--- config.mk ---
export PLATFORM = sky130hd
export DESIGN_NAME = epd_pwr_seq
export DESIGN_NICKNAME = d
export VERILOG_FILES = /design/src/rtl/epd_pwr_pkg.sv /design/src/rtl/epd_ms_prescaler.sv /design/src/rtl/epd_ms_timer.sv /design/src/rtl/epd_pwr_fsm.sv /design/src/rtl/epd_pwr_seq.sv
export SDC_FILE = /design/constraint.sdc
export NUM_CORES = 1
export LEC_CHECK = 0
export BUFFER_PORTS_ARGS = -buffer_cell sky130_fd_sc_hd__buf_2
export CAP_MARGIN = 10
export CORE_ASPECT_RATIO = 1.5
export CORE_MARGIN = 2
export CORE_UTILIZATION = 55
export CTS_CLUSTER_DIAMETER = 40
export DETAILED_ROUTE_END_ITERATION = 10
export HOLD_SLACK_MARGIN = 0.08
export PLACE_DENSITY = 0.72
export SYNTH_ARGS = -nofsm -noshare
export SYNTH_HDL_FRONTEND = slang
export SYNTH_HIERARCHICAL = 1
export SYNTH_SLANG_ARGS = --single-unit
--- constraint.sdc ---
create_clock -name clk -period 5.1 [get_ports clk]
set_clock_uncertainty 0.05 [all_clocks]
set_input_delay 0.51 -clock clk [delete_from_list [all_inputs] [get_ports clk]]
set_output_delay 0.51 -clock clk [all_outputs]
set_load 0.01 [all_outputs]
--- src/rtl/epd_pwr_pkg.sv ---
package epd_pwr_pkg;

  typedef enum logic [2:0] {
    ST_IDLE,
    ST_SETTLE,
    ST_RST_HI,
    ST_RST_LO,
    ST_RST_WAIT,
    ST_CS_WAIT,
    ST_ACTIVE,
    ST_PDOWN
  } pwr_state_e;

  function automatic int unsigned at_least_one(input int unsigned v);
    return (v < 1) ? 1 : v;
  endfunction

  function automatic int unsigned max2(input int unsigned a, input int unsigned b);
    return (a > b) ? a : b;
  endfunction

endpackage

--- src/rtl/epd_ms_prescaler.sv ---
module epd_ms_prescaler #(
  parameter int unsigned TICKS_PER_MS = 100000
) (
  input  logic clk,
  input  logic rst_n,
  input  logic clear_i,
  output logic tick_o
);
  localparam int unsigned CW = (TICKS_PER_MS > 1) ? $clog2(TICKS_PER_MS) : 1;
  localparam logic [CW-1:0] LAST = CW'(TICKS_PER_MS - 1);

  logic [CW-1:0] cnt_q;

  always_ff @(posedge clk or negedge rst_n) begin
    if (!rst_n)              cnt_q <= '0;
    else if (clear_i)        cnt_q <= '0;
    else if (cnt_q == LAST)  cnt_q <= '0;
    else                     cnt_q <= cnt_q + 1'b1;
  end

  // One pulse per millisecond, phase aligned to the last clear
  assign tick_o = (cnt_q == LAST);
endmodule

--- src/rtl/epd_ms_timer.sv ---
module epd_ms_timer #(
  parameter int unsigned MS_W = 10
) (
  input  logic            clk,
  input  logic            rst_n,
  input  logic            load_i,
  input  logic [MS_W-1:0] load_ms_i,
  input  logic            tick_i,
  output logic            done_o
);
  logic [MS_W-1:0] rem_q;

  always_ff @(posedge clk or negedge rst_n) begin
    if (!rst_n)                    rem_q <= '0;
    else if (load_i)               rem_q <= load_ms_i;
    else if (tick_i && rem_q != 0) rem_q <= rem_q - 1'b1;
  end

  // Done in the very cycle of the final millisecond tick
  assign done_o = tick_i && (rem_q == MS_W'(1));
endmodule

--- src/rtl/epd_pwr_fsm.sv ---
module epd_pwr_fsm
  import epd_pwr_pkg::*;
#(
  parameter int unsigned LARGE_PANEL  = 0,
  parameter int unsigned MS_W         = 10,
  parameter int unsigned SETTLE_MS    = 10,
  parameter int unsigned RST_HIGH_MS  = 5,
  parameter int unsigned RST_LOW_MS   = 5,
  parameter int unsigned RST_TO_CS_MS = 19,
  parameter int unsigned CS_TO_SI_MS  = 1,
  parameter int unsigned PD_HOLD_MS   = 1
) (
  input  logic            clk,
  input  logic            rst_n,
  input  logic            start_i,
  input  logic            pwr_down_i,
  input  logic            done_i,
  output logic            load_o,
  output logic [MS_W-1:0] load_ms_o,
  output logic            supply_en_o,
  output logic            rst_on_o,
  output logic            cs_n_o,
  output logic            serial_hold_o,
  output logic            ready_o
);
  pwr_state_e state_q, state_d, after_settle;
  logic       ready_q;

  generate
    if (LARGE_PANEL != 0) begin : g_on_pin
      assign after_settle = ST_RST_WAIT;
    end else begin : g_rst_pulse
      assign after_settle = ST_RST_HI;
    end
  endgenerate

  function automatic logic [MS_W-1:0] phase_ms(input pwr_state_e s);
    case (s)
      ST_SETTLE:   return MS_W'(SETTLE_MS);
      ST_RST_HI:   return MS_W'(RST_HIGH_MS);
      ST_RST_LO:   return MS_W'(RST_LOW_MS);
      ST_RST_WAIT: return MS_W'(RST_TO_CS_MS);
      ST_CS_WAIT:  return MS_W'(CS_TO_SI_MS);
      ST_PDOWN:    return MS_W'(PD_HOLD_MS);
      default:     return '0;
    endcase
  endfunction

  always_comb begin
    state_d = state_q;
    case (state_q)
      ST_IDLE:     if (start_i) state_d = ST_SETTLE;
      ST_SETTLE:   if (done_i)  state_d = after_settle;
      ST_RST_HI:   if (done_i)  state_d = ST_RST_LO;
      ST_RST_LO:   if (done_i)  state_d = ST_RST_WAIT;
      ST_RST_WAIT: if (done_i)  state_d = ST_CS_WAIT;
      ST_CS_WAIT:  if (done_i)  state_d = ST_ACTIVE;
      ST_PDOWN:    if (done_i)  state_d = ST_IDLE;
      default:     state_d = state_q;
    endcase
    if (pwr_down_i && state_q != ST_IDLE && state_q != ST_PDOWN)
      state_d = ST_PDOWN;
  end

  assign load_o    = (state_d != state_q);
  assign load_ms_o = phase_ms(state_d);

  always_ff @(posedge clk or negedge rst_n) begin
    if (!rst_n) begin
      state_q <= ST_IDLE;
      ready_q <= 1'b0;
    end else begin
      state_q <= state_d;
      ready_q <= (state_d == ST_ACTIVE) && (state_q != ST_ACTIVE);
    end
  end

  always_comb begin
    supply_en_o   = 1'b1;
    rst_on_o      = 1'b0;
    cs_n_o        = 1'b0;
    serial_hold_o = 1'b1;
    case (state_q)
      ST_IDLE:     supply_en_o = 1'b0;
      ST_RST_HI:   begin rst_on_o = 1'b1; cs_n_o = 1'b1; end
      ST_RST_LO:   cs_n_o = 1'b1;
      ST_RST_WAIT: begin rst_on_o = 1'b1; cs_n_o = 1'b1; end
      ST_CS_WAIT:  rst_on_o = 1'b1;
      ST_ACTIVE:   begin rst_on_o = 1'b1; serial_hold_o = 1'b0; end
      default:     ;
    endcase
  end

  assign ready_o = ready_q;
endmodule

--- src/rtl/epd_pwr_seq.sv ---
module epd_pwr_seq
  import epd_pwr_pkg::*;
#(
  parameter int unsigned CLK_HZ          = 100_000_000,
  parameter int unsigned LARGE_PANEL     = 0,
  parameter int unsigned SETTLE_SMALL_MS = 10,
  parameter int unsigned SETTLE_LARGE_MS = 20,
  parameter int unsigned RST_HIGH_MS     = 5,
  parameter int unsigned RST_LOW_MS      = 5,
  parameter int unsigned RST_TO_CS_MS    = 19,
  parameter int unsigned CS_TO_SI_MS     = 1,
  parameter int unsigned MIN_SUM_MS      = 20,
  parameter int unsigned PD_MS           = 1,
  parameter int unsigned PD_MAX_MS       = 500
) (
  input  logic clk,
  input  logic rst_n,
  input  logic start_i,
  input  logic pwr_down_i,
  input  logic tx_si_i,
  input  logic tx_sclk_i,
  output logic supply_en_o,
  output logic rst_on_o,
  output logic cs_n_o,
  output logic si_o,
  output logic sclk_o,
  output logic serial_hold_o,
  output logic ready_o
);
  localparam int unsigned TICKS_PER_MS = at_least_one(CLK_HZ / 1000);
  localparam int unsigned SETTLE_EFF   =
    at_least_one((LARGE_PANEL != 0) ? SETTLE_LARGE_MS : SETTLE_SMALL_MS);
  localparam int unsigned RHI_EFF      = at_least_one(RST_HIGH_MS);
  localparam int unsigned RLO_EFF      = at_least_one(RST_LOW_MS);
  localparam int unsigned RCS_EFF      = at_least_one(RST_TO_CS_MS);
  localparam int unsigned CSD_SUM      =
    (MIN_SUM_MS > RCS_EFF) ? (MIN_SUM_MS - RCS_EFF) : 0;
  localparam int unsigned CSD_EFF      = max2(at_least_one(CS_TO_SI_MS), CSD_SUM);
  localparam int unsigned PD_EFF       =
    (PD_MS > PD_MAX_MS) ? PD_MAX_MS : at_least_one(PD_MS);
  localparam int unsigned MAX_MS       =
    max2(max2(max2(SETTLE_EFF, RHI_EFF), max2(RLO_EFF, RCS_EFF)), max2(CSD_EFF, PD_EFF));
  localparam int unsigned MS_W         = $clog2(MAX_MS + 1);

  logic            tick, done, load;
  logic [MS_W-1:0] load_ms;

  epd_ms_prescaler #(.TICKS_PER_MS(TICKS_PER_MS)) u_presc (
    .clk(clk), .rst_n(rst_n), .clear_i(load), .tick_o(tick)
  );

  epd_ms_timer #(.MS_W(MS_W)) u_timer (
    .clk(clk), .rst_n(rst_n), .load_i(load), .load_ms_i(load_ms),
    .tick_i(tick), .done_o(done)
  );

  epd_pwr_fsm #(
    .LARGE_PANEL (LARGE_PANEL),
    .MS_W        (MS_W),
    .SETTLE_MS   (SETTLE_EFF),
    .RST_HIGH_MS (RHI_EFF),
    .RST_LOW_MS  (RLO_EFF),
    .RST_TO_CS_MS(RCS_EFF),
    .CS_TO_SI_MS (CSD_EFF),
    .PD_HOLD_MS  (PD_EFF)
  ) u_fsm (
    .clk(clk), .rst_n(rst_n), .start_i(start_i), .pwr_down_i(pwr_down_i),
    .done_i(done), .load_o(load), .load_ms_o(load_ms),
    .supply_en_o(supply_en_o), .rst_on_o(rst_on_o), .cs_n_o(cs_n_o),
    .serial_hold_o(serial_hold_o), .ready_o(ready_o)
  );

  assign si_o   = serial_hold_o ? 1'b0 : tx_si_i;
  assign sclk_o = serial_hold_o ? 1'b0 : tx_sclk_i;
endmodule

==> qor.yml, run 1 <==
run_status:
  status: "complete, no violations"
synth:
  async_flop_share: 1.00
  muxShareOfSynthArea: 0.00592
  synth-compound-area-share: 0.136
  synth_area_sq_um: 1690
  syn_inst: 186
  synthesis.nets: 195
  synth-seq-cells: 26
  ys_warn_count: 6
  synth_fa_ha_area_frac: 0.0288
  synth_flop_cell: "dfrtp_1"
  yosys.area_share.simple: 0.285
  avgSynthCellArea_sq_um: 9.09
  synthXorXnorAreaFrac: 0.0828
  synth_edf_count: 0
  synth_seq_area_share: 0.385
  synth_cell_types: 53
  synth_top_family_by_area: "simple AND/OR/NAND/NOR gates"
timing:
  drv_slew: 0
  worstMarginPinSlew_ns: 0.666
  setup_tns_ns: 0
  slew_headroom: 0.556
  finalCritPeriodShare: 0.527
  rsz0062_at_grt: "no"
  hold_violations: 0
  period_needed_ns: 2.69
  setup_viol: 0
  max_freq_mhz: 372
  timing.hold.ws_ns: 0.187
flow_run:
  maxCapViolCount: 0
worst_setup_path:
  critPathArrivalTime_ns: 2.77
  crit_path_start: "u_presc/cnt_q[0]$_DFF_PN0_"
  required_ns: 5.18
  worst-path-max-fanout: 17
  r2r-end: "u_presc/cnt_q[11]$_DFF_PN0_"
  worstSetupEndpointType: "flop"
  r2r_start: "u_presc/cnt_q[0]$_DFF_PN0_"
  endpoint: "u_presc/cnt_q[11]$_DFF_PN0_"
  critPathLaunchType: "flop"
  worst-setup-path-type: "flop to flop"
  r2r_cells: 9
  reg2reg_slack_ns: 2.41
clocking:
  clock_latency_ns: 0.26
  ctsResizeCount: 0
  cts.path.max_buffers: 2
  cts.sinks: 26
  hold_buffers: 0
  htree_levels: 1
  clk_pin_slew_ns: 0.08
  cts_setup_buffers: 0
  cts_root_buf: "clkbuf_8"
  cts_tree: "done"
  cts-buffers-inserted: 3
final_layout:
  fin_nets: 201
  antenna_cells: 0
  design_area_sq_um: 1770
  fin_util: 0.607
  fill_cells: 259
  syn_to_final_growth_pct: 4.59
  drive_gt1_frac: 0.152
grt:
  antenna_found_initial: 0
  use_met2: 0.417
  met3_usage: 0.0247
  use_met1: 0.240
  grtUsageTotal: 0.215
  grt-ovfl-total: 0
  top_usage_layer: "met2"
  grt_start_max_net_pins: 27
  first_global_vias: 1345
  grt_pass1_wl_um: 6010
die:
  row_count: 24
  ios: 13
  dieArea_sq_um: 3540
  die_height_um: 71.9
  die_x_um: 49.3
  fp.coreArea_sq_um: 2910
  start_util: 0.581
place:
  io_buffer_count: 12
  dp_hpwl_um: 2480
  place_area_sq_um: 1710
  gp_congestion: 0.850
drt:
  drcViolationCount: 0
  ant_nets: 0
  initialDrtViolationCount: 19
  routed_wirelength_um: 3340
  wl_per_cell_um: 14.5
  vias: 1370
  first_pass_iters: 4
  viasPerCell: 5.96
power:
  total_power_uw: 567
  p_leak_nw: 0.727
  powerDensity_nw_per_um2: 321
  ir_worst_vdd_mv: 0.182
min_path:
  hp-class: "primary input to async pin"
==> metal layers <==
layer / part of all wire / vias up
li1: - / 676
met1: 0.40 / 667
met2: 0.56 / 23
met3: 0.024 / 4
met4: 0.0099 / 0
met5: 0 / -
==> cell families (layout without fill, tap and decap cells) <==
family	count (synthesis)	count (layout)
buffers and inverters	21	26
and+or+nand+nor	85	85
DFF	26	26
muxes	1	1
AOI/OAI and AO/OA	33	33
adders and majority gates	4	4
xor gates and xnor gates	16	16
==> registers in the layout, summed over array words and instances (netlist names) <==
name,flops
u_fsm/ready_o,1
u_fsm/state_q,3
u_presc/cnt_q,17
u_timer/rem_q,5
==> synthesized netlist by cell type (3+ instances only) <==
library cell,count,area share
dfrtp_1,26,0.38
nor2_1,21,0.047
nand2_1,11,0.024
a21oi_1,10,0.030
xnor2_1,9,0.047
nand4_1,8,0.030
inv_1,7,0.016
nor2b_1,7,0.026
nor3_1,7,0.021
xor2_1,7,0.036
nand3_1,6,0.018
buf_4,4,0.018
buf_6,4,0.027
nor4_1,4,0.015
a31oi_1,3,0.011
buf_2,3,0.0089
ha_1,3,0.022
or3_1,3,0.011
==> final cells by class <==
cell class	instances	area [sq um]	area share
Inverter	9	36.3	0.0205
Tap cell	39	48.8	0.0276
Clock buffer	4	55.1	0.0311
Timing Repair Buffer	13	67.6	0.0382
Sequential cell	26	651	0.368
Multi-Input combinational cell	139	911	0.515
==> layout by cell type, fill, tap and decap left out, types with 6 or more instances in the layout <==
cell type,count
nand2_1,11
nor2b_1,7
nor2_1,21
dfrtp_1,26
a21oi_1,10
xnor2_1,9
inv_1,7
xor2_1,7
nand4_1,8
nor3_1,7
nand3_1,6
buf_2,12
==> critical path: stages, from the launching register on <==
cell,delay [ns]
dfrtp_1,0.40
ha_1,0.24
and4_4,0.27
and4_4,0.27
and4b_2,0.36
inv_4,0.07
a2bb2oi_1,0.12
buf_4,0.22
or2_1,0.43
nor2_1,0.11
==> power breakdown <==
group | switching, mW | leakage (nW) | internal [mW]
Combinational | 0.0672 | 0.369 | 0.0611
Clock | 0.0587 | 0.0288 | 0.0688
Sequential | 0.0650 | 0.330 | 0.246
Total | 0.191 | 0.727 | 0.376
==> stage by stage <==
step	instances	setup slack [ns]
after floorplan	186	2.44
after global placement	226	2.47
after detailed placement	226	2.40
after CTS	230	2.40
after global routing	230	2.22
final	230	2.41
==> worst min path at each step <==
stage                                from                         end  slack, ns
2_1_floorplan                       rst_n     u_fsm/ready_o$_DFF_PN0_       0.16
3_3_place_gp   u_presc/cnt_q[0]$_DFF_PN0_  u_presc/cnt_q[0]$_DFF_PN0_       0.43
3_5_place_dp   u_presc/cnt_q[0]$_DFF_PN0_  u_presc/cnt_q[0]$_DFF_PN0_       0.44
4_1_cts                             rst_n  u_presc/cnt_q[7]$_DFF_PN0_       0.20
5_1_grt                             rst_n  u_presc/cnt_q[9]$_DFF_PN0_       0.22
6_report                            rst_n  u_presc/cnt_q[7]$_DFF_PN0_       0.19
No activity file was read; power rests on OpenSTA's default activity.
==> inputs of run 2 (changes only) <==
ABC_AREA = 1   (was unset)
CORE_UTILIZATION = 54   (was 55)
PLACE_DENSITY = 0.74   (was 0.72)
clock period = 2.4 ns   (was 5.1 ns; I/O delays follow)
==> qor.yml, run 2 <==
drt:
  routed_wirelength_um: 4000
  first_pass_iters: 4
  ant_nets: 0
  wl_per_cell_um: 12.2
  viasPerCell: 5.12
  initialDrtViolationCount: 59
  drcViolationCount: 0
  vias: 1675
die:
  die_height_um: 73.2
  dieArea_sq_um: 3670
  die_x_um: 50.1
  ios: 13
  row_count: 25
  start_util: 0.557
  fp.coreArea_sq_um: 3100
grt:
  grt_start_max_net_pins: 27
  antenna_found_initial: 0
  grt-ovfl-total: 0
  grt_pass1_wl_um: 6140
  grtUsageTotal: 0.220
  first_global_vias: 1469
clocking:
  cts.sinks: 26
  cts.path.max_buffers: 2
  clock_latency_ns: 0.27
  cts_root_buf: "clkbuf_8"
  cts_tree: "done"
  clk_pin_slew_ns: 0.10
  htree_levels: 1
  cts-buffers-inserted: 3
power:
  powerDensity_nw_per_um2: 846
  total_power_mw: 1.84
  ir_worst_vdd_mv: 0.743
  p_leak_nw: 1.11
place:
  io_buffer_count: 12
  gp_congestion: 0.890
  place_area_sq_um: 1980
  dp_hpwl_um: 2890
timing:
  worstMarginPinSlew_ns: 0.598
  hold_violations: 0
  timing.final.ws_setup_ns: -0.0400
  rsz0062_at_grt: "yes"
  max_freq_mhz: 410
  slew_headroom: 0.602
  setup_viol: 7
  drv_slew: 0
  period_needed_ns: 2.44
  finalCritPeriodShare: 1.02
worst_setup_path:
  path_common_cell: "nand2_2"
  worst-setup-path-type: "flop to flop"
  critPathArrivalTime_ns: 2.61
  critPathLaunchType: "flop"
  cpMaxStageDelayCell: "dfrtp_1"
  cp_slowest_stage_delay_ns: 0.36
  required_ns: 2.57
  worstSetupEndpointType: "flop"
  crit_chain: "ha_2 -> nand2_2 -> inv_2 -> nand2_4 -> nor3_4 -> nand3_1 -> nor3_2 -> nand2_2 -> inv_2 -> nor2_2 -> nand2_2 -> nand2_2 -> nand2_4 -> nand3_4 -> buf_4 -> nor2_1 -> nand2_1 -> nand3_1"
  worst-path-max-fanout: 5
final_layout:
  antenna_cells: 0
  drive_gt1_frac: 0.289
  syn_to_final_growth_pct: 25.8
  top_regs: "u_presc/cnt_q: 17 flops, u_timer/rem_q: 5 flops, u_fsm/state_q: 3 flops"
  final_common_cell: "nand2_1"
  fin_nets: 297
  fill_cells: 249
  design_area_sq_um: 2170
  fin_util: 0.701
  largest_reg_flops: 17
  top_register: "u_presc/cnt_q"
  final_cell_mix: "nand2_1, nor2_1, inv_1"
synth:
  syn_inst: 250
  synth_cell_types: 23
  synth_commonest_cells: "nand2_1, nor2_1, inv_1"
  synth_top_cell_by_area: "dfrtp_1"
  synth.most_common_cell: "nand2_1"
  async_flop_share: 1.00
  synthesis.nets: 259
  avgSynthCellArea_sq_um: 6.90
  synth.top_cell.area_share: 0.377
  synthTopCellsByArea: "dfrtp_1, nand2_1, nor2_1"
  synth_seq_area_share: 0.377
  ys_warn_count: 6
  synth_flop_cell: "dfrtp_1"
  synth_area_sq_um: 1720
  synth-seq-cells: 26
  synth_edf_count: 0
run_status:
  status: "finished with violations"
  failed_checks: "setup timing"
flow_run:
  maxCapViolCount: 0
min_path:
  hp-class: "primary input to flop"
-- run 2: power breakdown --
group / switching (mW) / internal, mW / total, mW
clock network: 0.141 / 0.223 / 0.365
registers: 0.0644 / 0.506 / 0.570
logic: 0.534 / 0.367 / 0.901
-- run 2: kinds of logic (layout without fill, tap and decap cells) --
group | after synthesis | count (layout) | synth area share
AOI/OAI and AO/OA | 14 | 14 | 0.0428
xor gates and xnor gates | 5 | 5 | 0.0254
DFF | 26 | 26 | 0.377
and+or+nand+nor | 164 | 165 | 0.450
buffers and inverters | 38 | 74 | 0.0827
adders and majority gates | 3 | 3 | 0.0218
-- run 2: path summary, 6_finish.rpt --
path / from / end / slack [ns] / depth (start not counted)
max: u_presc/cnt_q[1]$_DFF_PN0_ / u_timer/rem_q[2]$_DFFE_PN0P_ / -0.04 / 18
min: pwr_down_i / u_fsm/state_q[1]$_DFF_PN0_ / 0.29 / 3
max reg2reg: u_presc/cnt_q[1]$_DFF_PN0_ / u_timer/rem_q[2]$_DFFE_PN0P_ / -0.04 / 18
min reg2reg: u_presc/cnt_q[0]$_DFF_PN0_ / u_presc/cnt_q[0]$_DFF_PN0_ / 0.49 / 2
max in group asynchronous: rst_n / u_presc/cnt_q[6]$_DFF_PN0_ / 1.46 / 2
min in group asynchronous: rst_n / u_presc/cnt_q[9]$_DFF_PN0_ / 0.45 / 2
-- run 2: what timing repair did --
| item | in CTS | in global routing |
|---|---|---|
| endpoints found under the hold margin | 26 | 0 |
| setup buffers | 0 | 4 |
| hold buffers | 1 | 0 |
| setup endpoints to repair | 0 | 22 |
| resized for setup | 0 | 25 |
-- run 2: routing by layer --
metal	routed length [um]	global-route usage	share of wire
met1	1490	0.236	0.37
met2	2340	0.430	0.59
met3	87	0.0225	0.022
met4	76	0.0833	0.019
met5	0	0	0
-- run 2: metrics by stage --
stage	worst slack, ns	instances	hold slack, ns	setup TNS, ns
after global placement	0.0635	317	0.227	0
after CTS	0.00987	322	0.269	0
final	-0.0400	327	0.294	-0.165
after global routing	-0.214	327	0.304	-3.25
after detailed placement	0.00202	317	0.231	0
after floorplan	0.0232	250	-0.106	0
-- run 2: area by class of cell --
class,instances,area (sq um),area share
sequential,26,651,0.300
timing repair buffer,32,220,0.101
multi-input combinational,187,1030,0.475
clock inverter,1,30.0,0.0138
tap,40,50.0,0.0231
inverter,38,148,0.0681
clock buffer,3,41.3,0.0190
-- run 2: worst max-delay path, delay by kind of cell, from the launching register on --
| kind | cells | cell delay, ns |
|---|---|---|
| AND/OR/NAND/NOR | 14 | 1.42 |
| flip-flops | 1 | 0.36 |
| buffers and inverters | 3 | 0.36 |
| adder cells (fa/ha/maj) | 1 | 0.19 |
